===== src/rtl/xinfo_pkg.sv =====
package xinfo_pkg;
   localparam int unsigned XI_BYTE_W = 8;
   localparam int unsigned XI_SLOTS  = 3;

   typedef struct packed {
      logic alt;
      logic hyp;
      logic ns;
   } xi_state_t;

   typedef struct packed {
      logic p;
      logic x;
      logic l;
   } xi_need_t;
endpackage


===== src/rtl/xinfo_fold.sv =====
module xinfo_fold #(
   parameter int unsigned RES_W = 4
) (
   input  logic             instr_only,
   input  logic             cancel_i,
   input  logic [RES_W-1:0] resume_i,
   output logic             cancel_o,
   output logic [RES_W-1:0] resume_o
);
   always_comb begin
      if (instr_only) begin
         cancel_o = cancel_i | (|resume_i);
         resume_o = '0;
      end else begin
         cancel_o = cancel_i;
         resume_o = resume_i;
      end
   end
endmodule


===== src/rtl/xinfo_need.sv =====
module xinfo_need
   import xinfo_pkg::*;
#(
   parameter int unsigned EXCP_W    = 9,
   parameter int unsigned EXCP_LO_W = 4,
   parameter int unsigned RES_W     = 4
) (
   input  xi_state_t         cur,
   input  xi_state_t         last,
   input  logic [EXCP_W-1:0] excp,
   input  logic              cancel,
   input  logic [RES_W-1:0]  resume,
   output xi_need_t          need,
   output logic [1:0]        cnt
);
   logic [2:0] chg;

   always_comb begin
      chg    = cur ^ last;
      need.p = |resume;
      need.x = (|excp[EXCP_W-1:EXCP_LO_W]) | chg[1];
      need.l = (|chg) | (|excp) | (|resume) | cancel;
      cnt    = {1'b0, need.l} + {1'b0, need.x} + {1'b0, need.p};
   end
endmodule


===== src/rtl/xinfo_pack.sv =====
module xinfo_pack
   import xinfo_pkg::*;
#(
   parameter int unsigned EXCP_W    = 9,
   parameter int unsigned EXCP_LO_W = 4,
   parameter int unsigned RES_W     = 4,
   localparam int unsigned HI_W     = EXCP_W - EXCP_LO_W,
   localparam int unsigned OUT_W    = XI_BYTE_W * XI_SLOTS
) (
   input  xi_need_t          need,
   input  xi_state_t         cur,
   input  logic [EXCP_W-1:0] excp,
   input  logic              cancel,
   input  logic [RES_W-1:0]  resume,
   output logic [OUT_W-1:0]  bytes_o
);
   logic [XI_BYTE_W-1:0] raw [XI_SLOTS];
   logic [XI_BYTE_W-1:0] slot [XI_SLOTS];
   logic [4:0] hi_pad;
   logic [3:0] res_pad;

   always_comb begin
      hi_pad             = '0;
      hi_pad[HI_W-1:0]   = excp[EXCP_W-1:EXCP_LO_W];
      res_pad            = '0;
      res_pad[RES_W-1:0] = resume;
      raw[0] = {need.x | need.p, cur.alt, cancel, excp[EXCP_LO_W-1:0], cur.ns};
      raw[1] = {need.p, 1'b0, cur.hyp, hi_pad};
      raw[2] = {2'b01, 2'b00, res_pad};
   end

   always_comb begin
      slot[0] = need.l ? raw[0] : '0;
      if (need.x)      slot[1] = raw[1];
      else if (need.p) slot[1] = raw[2];
      else             slot[1] = '0;
      slot[2] = (need.x && need.p) ? raw[2] : '0;
   end

   for (genvar s = 0; s < XI_SLOTS; s++) begin : g_slot
      assign bytes_o[s*XI_BYTE_W +: XI_BYTE_W] = slot[s];
   end
endmodule


===== src/rtl/xinfo_gen.sv =====
module xinfo_gen
   import xinfo_pkg::*;
#(
   parameter int unsigned EXCP_W    = 9,
   parameter int unsigned EXCP_LO_W = 4,
   parameter int unsigned RES_W     = 4,
   parameter bit          OUT_REG   = 1'b1,
   localparam int unsigned OUT_W    = XI_BYTE_W * XI_SLOTS
) (
   input  logic              clk,
   input  logic              rst_n,
   input  logic              in_vld,
   input  logic              instr_only,
   input  logic [EXCP_W-1:0] exc_num,
   input  logic              cancel_in,
   input  logic [RES_W-1:0]  resume_code,
   input  logic              nonsec_in,
   input  logic              alt_iset_in,
   input  logic              hypmode_in,
   input  logic              last_nonsec,
   input  logic              last_alt_iset,
   input  logic              last_hypmode,
   output logic              out_vld,
   output logic              need_info,
   output logic [1:0]        byte_cnt,
   output logic [OUT_W-1:0]  info_bytes
);
   if (EXCP_LO_W != 4) begin : g_bad_lo
      $error("xinfo_gen: low exception field must be 4 bits");
   end
   if (EXCP_W <= EXCP_LO_W || EXCP_W - EXCP_LO_W > 5) begin : g_bad_hi
      $error("xinfo_gen: upper exception field must be 1 to 5 bits");
   end
   if (RES_W < 1 || RES_W > 4) begin : g_bad_res
      $error("xinfo_gen: resume code must be 1 to 4 bits");
   end

   xi_state_t        cur_s, last_s;
   xi_need_t         need;
   logic             cancel_eff;
   logic [RES_W-1:0] resume_eff;
   logic [1:0]       cnt_c;
   logic [OUT_W-1:0] bytes_c;

   assign cur_s  = '{alt: alt_iset_in,   hyp: hypmode_in,   ns: nonsec_in};
   assign last_s = '{alt: last_alt_iset, hyp: last_hypmode, ns: last_nonsec};

   xinfo_fold #(.RES_W(RES_W)) u_fold (
      .instr_only (instr_only),
      .cancel_i   (cancel_in),
      .resume_i   (resume_code),
      .cancel_o   (cancel_eff),
      .resume_o   (resume_eff)
   );

   xinfo_need #(.EXCP_W(EXCP_W), .EXCP_LO_W(EXCP_LO_W), .RES_W(RES_W)) u_need (
      .cur    (cur_s),
      .last   (last_s),
      .excp   (exc_num),
      .cancel (cancel_eff),
      .resume (resume_eff),
      .need   (need),
      .cnt    (cnt_c)
   );

   xinfo_pack #(.EXCP_W(EXCP_W), .EXCP_LO_W(EXCP_LO_W), .RES_W(RES_W)) u_pack (
      .need    (need),
      .cur     (cur_s),
      .excp    (exc_num),
      .cancel  (cancel_eff),
      .resume  (resume_eff),
      .bytes_o (bytes_c)
   );

   if (OUT_REG) begin : g_reg
      always_ff @(posedge clk or negedge rst_n) begin
         if (!rst_n) begin
            out_vld    <= 1'b0;
            need_info  <= 1'b0;
            byte_cnt   <= '0;
            info_bytes <= '0;
         end else begin
            out_vld <= in_vld;
            if (in_vld) begin
               need_info  <= need.l;
               byte_cnt   <= cnt_c;
               info_bytes <= bytes_c;
            end
         end
      end

      // a hypervisor change always costs at least the extension byte
      a_r2_hyp_needs_ext: assert property (@(posedge clk) disable iff (!rst_n)
         in_vld && (hypmode_in != last_hypmode) |=> byte_cnt >= 2'd2);
      // instruction-only mode never ends on a resume byte
      a_r9_no_resume_byte: assert property (@(posedge clk) disable iff (!rst_n)
         in_vld && instr_only |=> (byte_cnt != 2'd3) && !(byte_cnt == 2'd2 && info_bytes[14]));
      // leading continuation bit tracks the count
      a_r5_lead_cont: assert property (@(posedge clk) disable iff (!rst_n)
         out_vld && (byte_cnt != 2'd0) |-> info_bytes[7] == (byte_cnt > 2'd1));
      // full packet is L, X, P with the kind bits in place
      a_r7_three_order: assert property (@(posedge clk) disable iff (!rst_n)
         out_vld && byte_cnt == 2'd3 |-> info_bytes[15] && !info_bytes[14] && !info_bytes[23] && info_bytes[22]);
      // flag agrees with count
      a_r4_flag_cnt: assert property (@(posedge clk) disable iff (!rst_n)
         out_vld |-> need_info == (byte_cnt != 2'd0));
      // one-cycle latency and hold
      a_r10_vld_follows: assert property (@(posedge clk) disable iff (!rst_n)
         in_vld |=> out_vld);
      a_r10_hold: assert property (@(posedge clk) disable iff (!rst_n)
         !in_vld |=> !out_vld && $stable(byte_cnt) && $stable(info_bytes));
   end else begin : g_comb
      assign out_vld    = in_vld;
      assign need_info  = need.l;
      assign byte_cnt   = cnt_c;
      assign info_bytes = bytes_c;
   end
endmodule


===== config.mk =====
export PLATFORM = sky130hd
export DESIGN_NAME = xinfo_gen
export DESIGN_NICKNAME = d
export VERILOG_FILES = /design/src/rtl/xinfo_pkg.sv /design/src/rtl/xinfo_fold.sv /design/src/rtl/xinfo_need.sv /design/src/rtl/xinfo_pack.sv /design/src/rtl/xinfo_gen.sv
export SDC_FILE = /design/constraint.sdc
export NUM_CORES = 1
export LEC_CHECK = 0
export BUFFER_PORTS_ARGS = -buffer_cell sky130_fd_sc_hd__clkbuf_2
export CORE_MARGIN = 2
export CORE_UTILIZATION = 35
export DETAILED_ROUTE_END_ITERATION = 10
export PLACE_DENSITY_LB_ADDON = 0.3
export SLEW_MARGIN = 25
export SYNTH_ARGS = -nofsm -noshare
export SYNTH_HDL_FRONTEND = slang
export SYNTH_SLANG_ARGS = --single-unit

===== constraint.sdc =====
create_clock -name clk -period 1.45 [get_ports clk]
set_input_delay 0.29 -clock clk [delete_from_list [all_inputs] [get_ports clk]]
set_output_delay 0.29 -clock clk [all_outputs]
set_load 0.05 [all_outputs]

==> results.py <==
metrics = {
    "run_status": {
        "outcome": "finished with violations",
        "violations": "setup timing",
    },
    "cts": {
        "clk_pin_slew_ps": 130,
        "cts.sinks": 24,
        "h-tree-depth": 1,
        "cts_made_buffers": 3,
        "cts_tree": "built",
        "clk_latency_ps": 310,
        "max-clock-path-buffers": 2,
        "cts-root-buf": "clkbuf_4",
    },
    "placed_design": {
        "port_buffers": 48,
        "routabilityCongestion": 0.878,
        "post-dp-hpwl_um": 1890,
    },
    "routing": {
        "wire_per_inst_um": 12.7,
        "drcViolationCount": 0,
        "num_vias": 927,
        "drt-vias-per-instance": 4.68,
        "drtAntennaViolNets": 0,
        "dr.first_iter.drc_count": 6,
        "dr.pass1.iters": 4,
        "wl_um": 2520,
    },
    "floorplan": {
        "ioPinCount": 52,
        "initial_core_util": 0.359,
        "dieHeight_um": 59.5,
        "core_um2": 3000,
        "die_w_um": 59.5,
        "die_area_um2": 3540,
        "row_count": 20,
    },
    "final_layout": {
        "fillCellCount": 298,
        "nets": 191,
        "finish.utilization": 0.514,
        "area_delta_synth_final_pct": 43.0,
        "n_antenna_cell": 0,
        "drive_above_1_share": 0.521,
    },
    "setup_path": {
        "worst-path-max-fanout": 2,
        "cp.required_ps": 1670,
        "crit_path_max_incr_delay_ps": 530,
        "cp-start-kind": "input port",
        "cp_data_arrival_time_ps": 2290,
        "crit_family": "simple AND/OR/NAND/NOR gates",
        "critPathCaptureType": "flop",
        "crit_start": "resume_code[1]",
        "regToRegSetupSlack_ps": 680,
        "path_cells": "buf_6 > or4_4 > or3_4 > nor4_4 > inv_1 > fa_2 > mux2_4",
        "r2r-start": "byte_cnt[0]$_DFFE_PN0P_",
        "critPathKind": "in -> reg",
        "worst-path-buf-inv": 2,
        "crit_slowest_cell": "or4_4",
    },
    "worst_hold_path": {
        "hold_start": "exc_num[2]",
        "worstHoldPathType": "in -> reg",
    },
    "synth": {
        "netlist_area_um2": 1080,
        "syn_area_per_cell_um2": 10.6,
        "synth.largest_area_cell": "dfrtp_1",
        "synthTopCellsByArea": "dfrtp_1 56%, mux2_2 7.3%, a21oi_1 5.6%",
        "synth_edf_count": 0,
        "synth_cells": 102,
        "ys_seq_elements": 24,
        "synth_top_cells_by_count": "24 x dfrtp_1, 12 x a21oi_1, 10 x inv_1, 8 x nor2_1",
        "netlist.area_leader.share": 0.557,
        "ys.flop_type": "dfrtp_1",
        "synth_cell_types": 21,
        "synth.yosys.seq_area_share": 0.557,
        "ys_warn_count": 0,
        "post-synth-top-count-cell": "dfrtp_1",
        "synthArstFlopShare": 1.00,
    },
    "timing": {
        "final-max-slew-violation-count": 0,
        "fin_ws_ps": -622,
        "tightestPinTransition_ps": 591,
        "period_minus_slack_ps": 2070,
        "finalCritPeriodShare": 1.43,
        "slew_headroom": 0.606,
        "finalClockSkew_ps": 0,
        "rsz0062_at_grt": "yes",
        "fmax_mhz": 483,
        "hold_viol": 0,
        "setup_viol": 5,
        "whs_ps": 208,
    },
    "grt": {
        "overflow": 0,
        "antenna_found_initial": 0,
        "grt_pass1_wl_um": 4070,
        "grt_pass1_vias": 896,
        "grt_max_degree": 25,
        "grt_util_all_layers": 0.156,
    },
    "power_and_ir_drop": {
        "power_density_nw_per_um2": 1010,
        "ir_drop_v": 0.000596,
        "p_leak_uw": 0.000775,
    },
    "flow_run": {
        "max_cap_violations": 0,
    },
}
==> cell type report <==
class / count / area (um2) / share of cell area
clock buffers: 4 / 36.3 / 0.0235
inverters: 10 / 37.5 / 0.0243
well taps: 33 / 41.3 / 0.0268
repair buffers: 66 / 388 / 0.251
multi-input cells: 61 / 439 / 0.285
flip-flops and latches: 24 / 601 / 0.389
==> logic make-up after synthesis <==
kind of cell,share of synthesized area
flip-flops,0.557
other,0.00348
XOR/XNOR,0.0244
multiplexers,0.0731
AO/OA/AOI/OAI,0.106
AND/OR/NAND/NOR,0.131
buffers and inverters,0.0870
adder cells (fa/ha/maj),0.0186
==> where the power goes <==
group / internal (uW) / switching [uW] / leakage (uW)
sequential: 720 / 25.6 / 0.000278
combinational: 134 / 327 / 0.000476
clock: 154 / 201 / 0.0000210
total: 1010 / 554 / 0.000775
==> repair_timing <==
item	CTS	global route
pin swaps	3	1
gates cloned	0	0
endpoints found under the hold margin	24	0
gates resized for setup	6	4
hold buffers	1	0
setup endpoints to repair	9	10
buffers inserted	1	0
==> stage by stage <==
step | cell area, um2 | worst slack (ps) | setup TNS [ps] | power (uW) | cells
global route | 1540 | -657 | -1610 | 1650 | 198
floorplan | 1100 | -1010 | -4640 | 1060 | 104
detailed placement | 1450 | -1050 | -7420 | 1210 | 193
CTS | 1520 | -610 | -1380 | 1580 | 198
global placement | 1450 | -1010 | -6880 | 1200 | 193
finish | 1540 | -622 | -1490 | 1560 | 198
==> flip-flops by register name, indices dropped and copies added (netlist names) <==
name and count:
need_info 1, out_vld 1, byte_cnt 2, info_bytes 20
==> layout by cell type, fill, tap and decap left out <==
| cell type | n |
|---|---|
| buf_6 | 2 |
| dfrtp_1 | 24 |
| dlygate4sd3_1 | 1 |
| nor2_2 | 1 |
| nor4_1 | 1 |
| or4_4 | 2 |
| inv_1 | 10 |
| clkbuf_8 | 1 |
| a21oi_2 | 1 |
| o22ai_2 | 1 |
| or3_4 | 2 |
| nand2b_4 | 1 |
| nand2_1 | 7 |
| xor2_1 | 3 |
| nor2_1 | 7 |
| clkbuf_4 | 3 |
| nor4_4 | 1 |
| mux2_4 | 2 |
| conb_1 | 3 |
| clkbuf_2 | 47 |
| o22ai_1 | 6 |
| buf_4 | 16 |
| fa_2 | 1 |
| mux2_2 | 5 |
| or4_1 | 1 |
| nand3_1 | 2 |
| o21ai_1 | 2 |
| nor2b_1 | 1 |
| a21oi_1 | 11 |
==> final timing paths <==
check                                                   to  cells after the start
worst max-delay path               byte_cnt[0]$_DFFE_PN0P_                      7
worst min-delay path             info_bytes[3]$_DFFE_PN0P_                      2
worst max register to register     byte_cnt[0]$_DFFE_PN0P_                      1
worst min register to register   info_bytes[2]$_DFFE_PN0P_                      1
max in group asynchronous        info_bytes[3]$_DFFE_PN0P_                      2
min in group asynchronous       info_bytes[10]$_DFFE_PN0P_                      2
==> routing by layer <==
| layer | vias to the layer above | routed length (um) | global-route usage |
|---|---|---|---|
| li1 | 464 | - | - |
| met1 | 430 | 1200 | 0.214 |
| met2 | 28 | 1170 | 0.245 |
| met3 | 5 | 106 | 0.0197 |
| met4 | 0 | 47 | 0.0762 |
| met5 | - | 0 | 0 |
(Power assumes the default switching activity.)
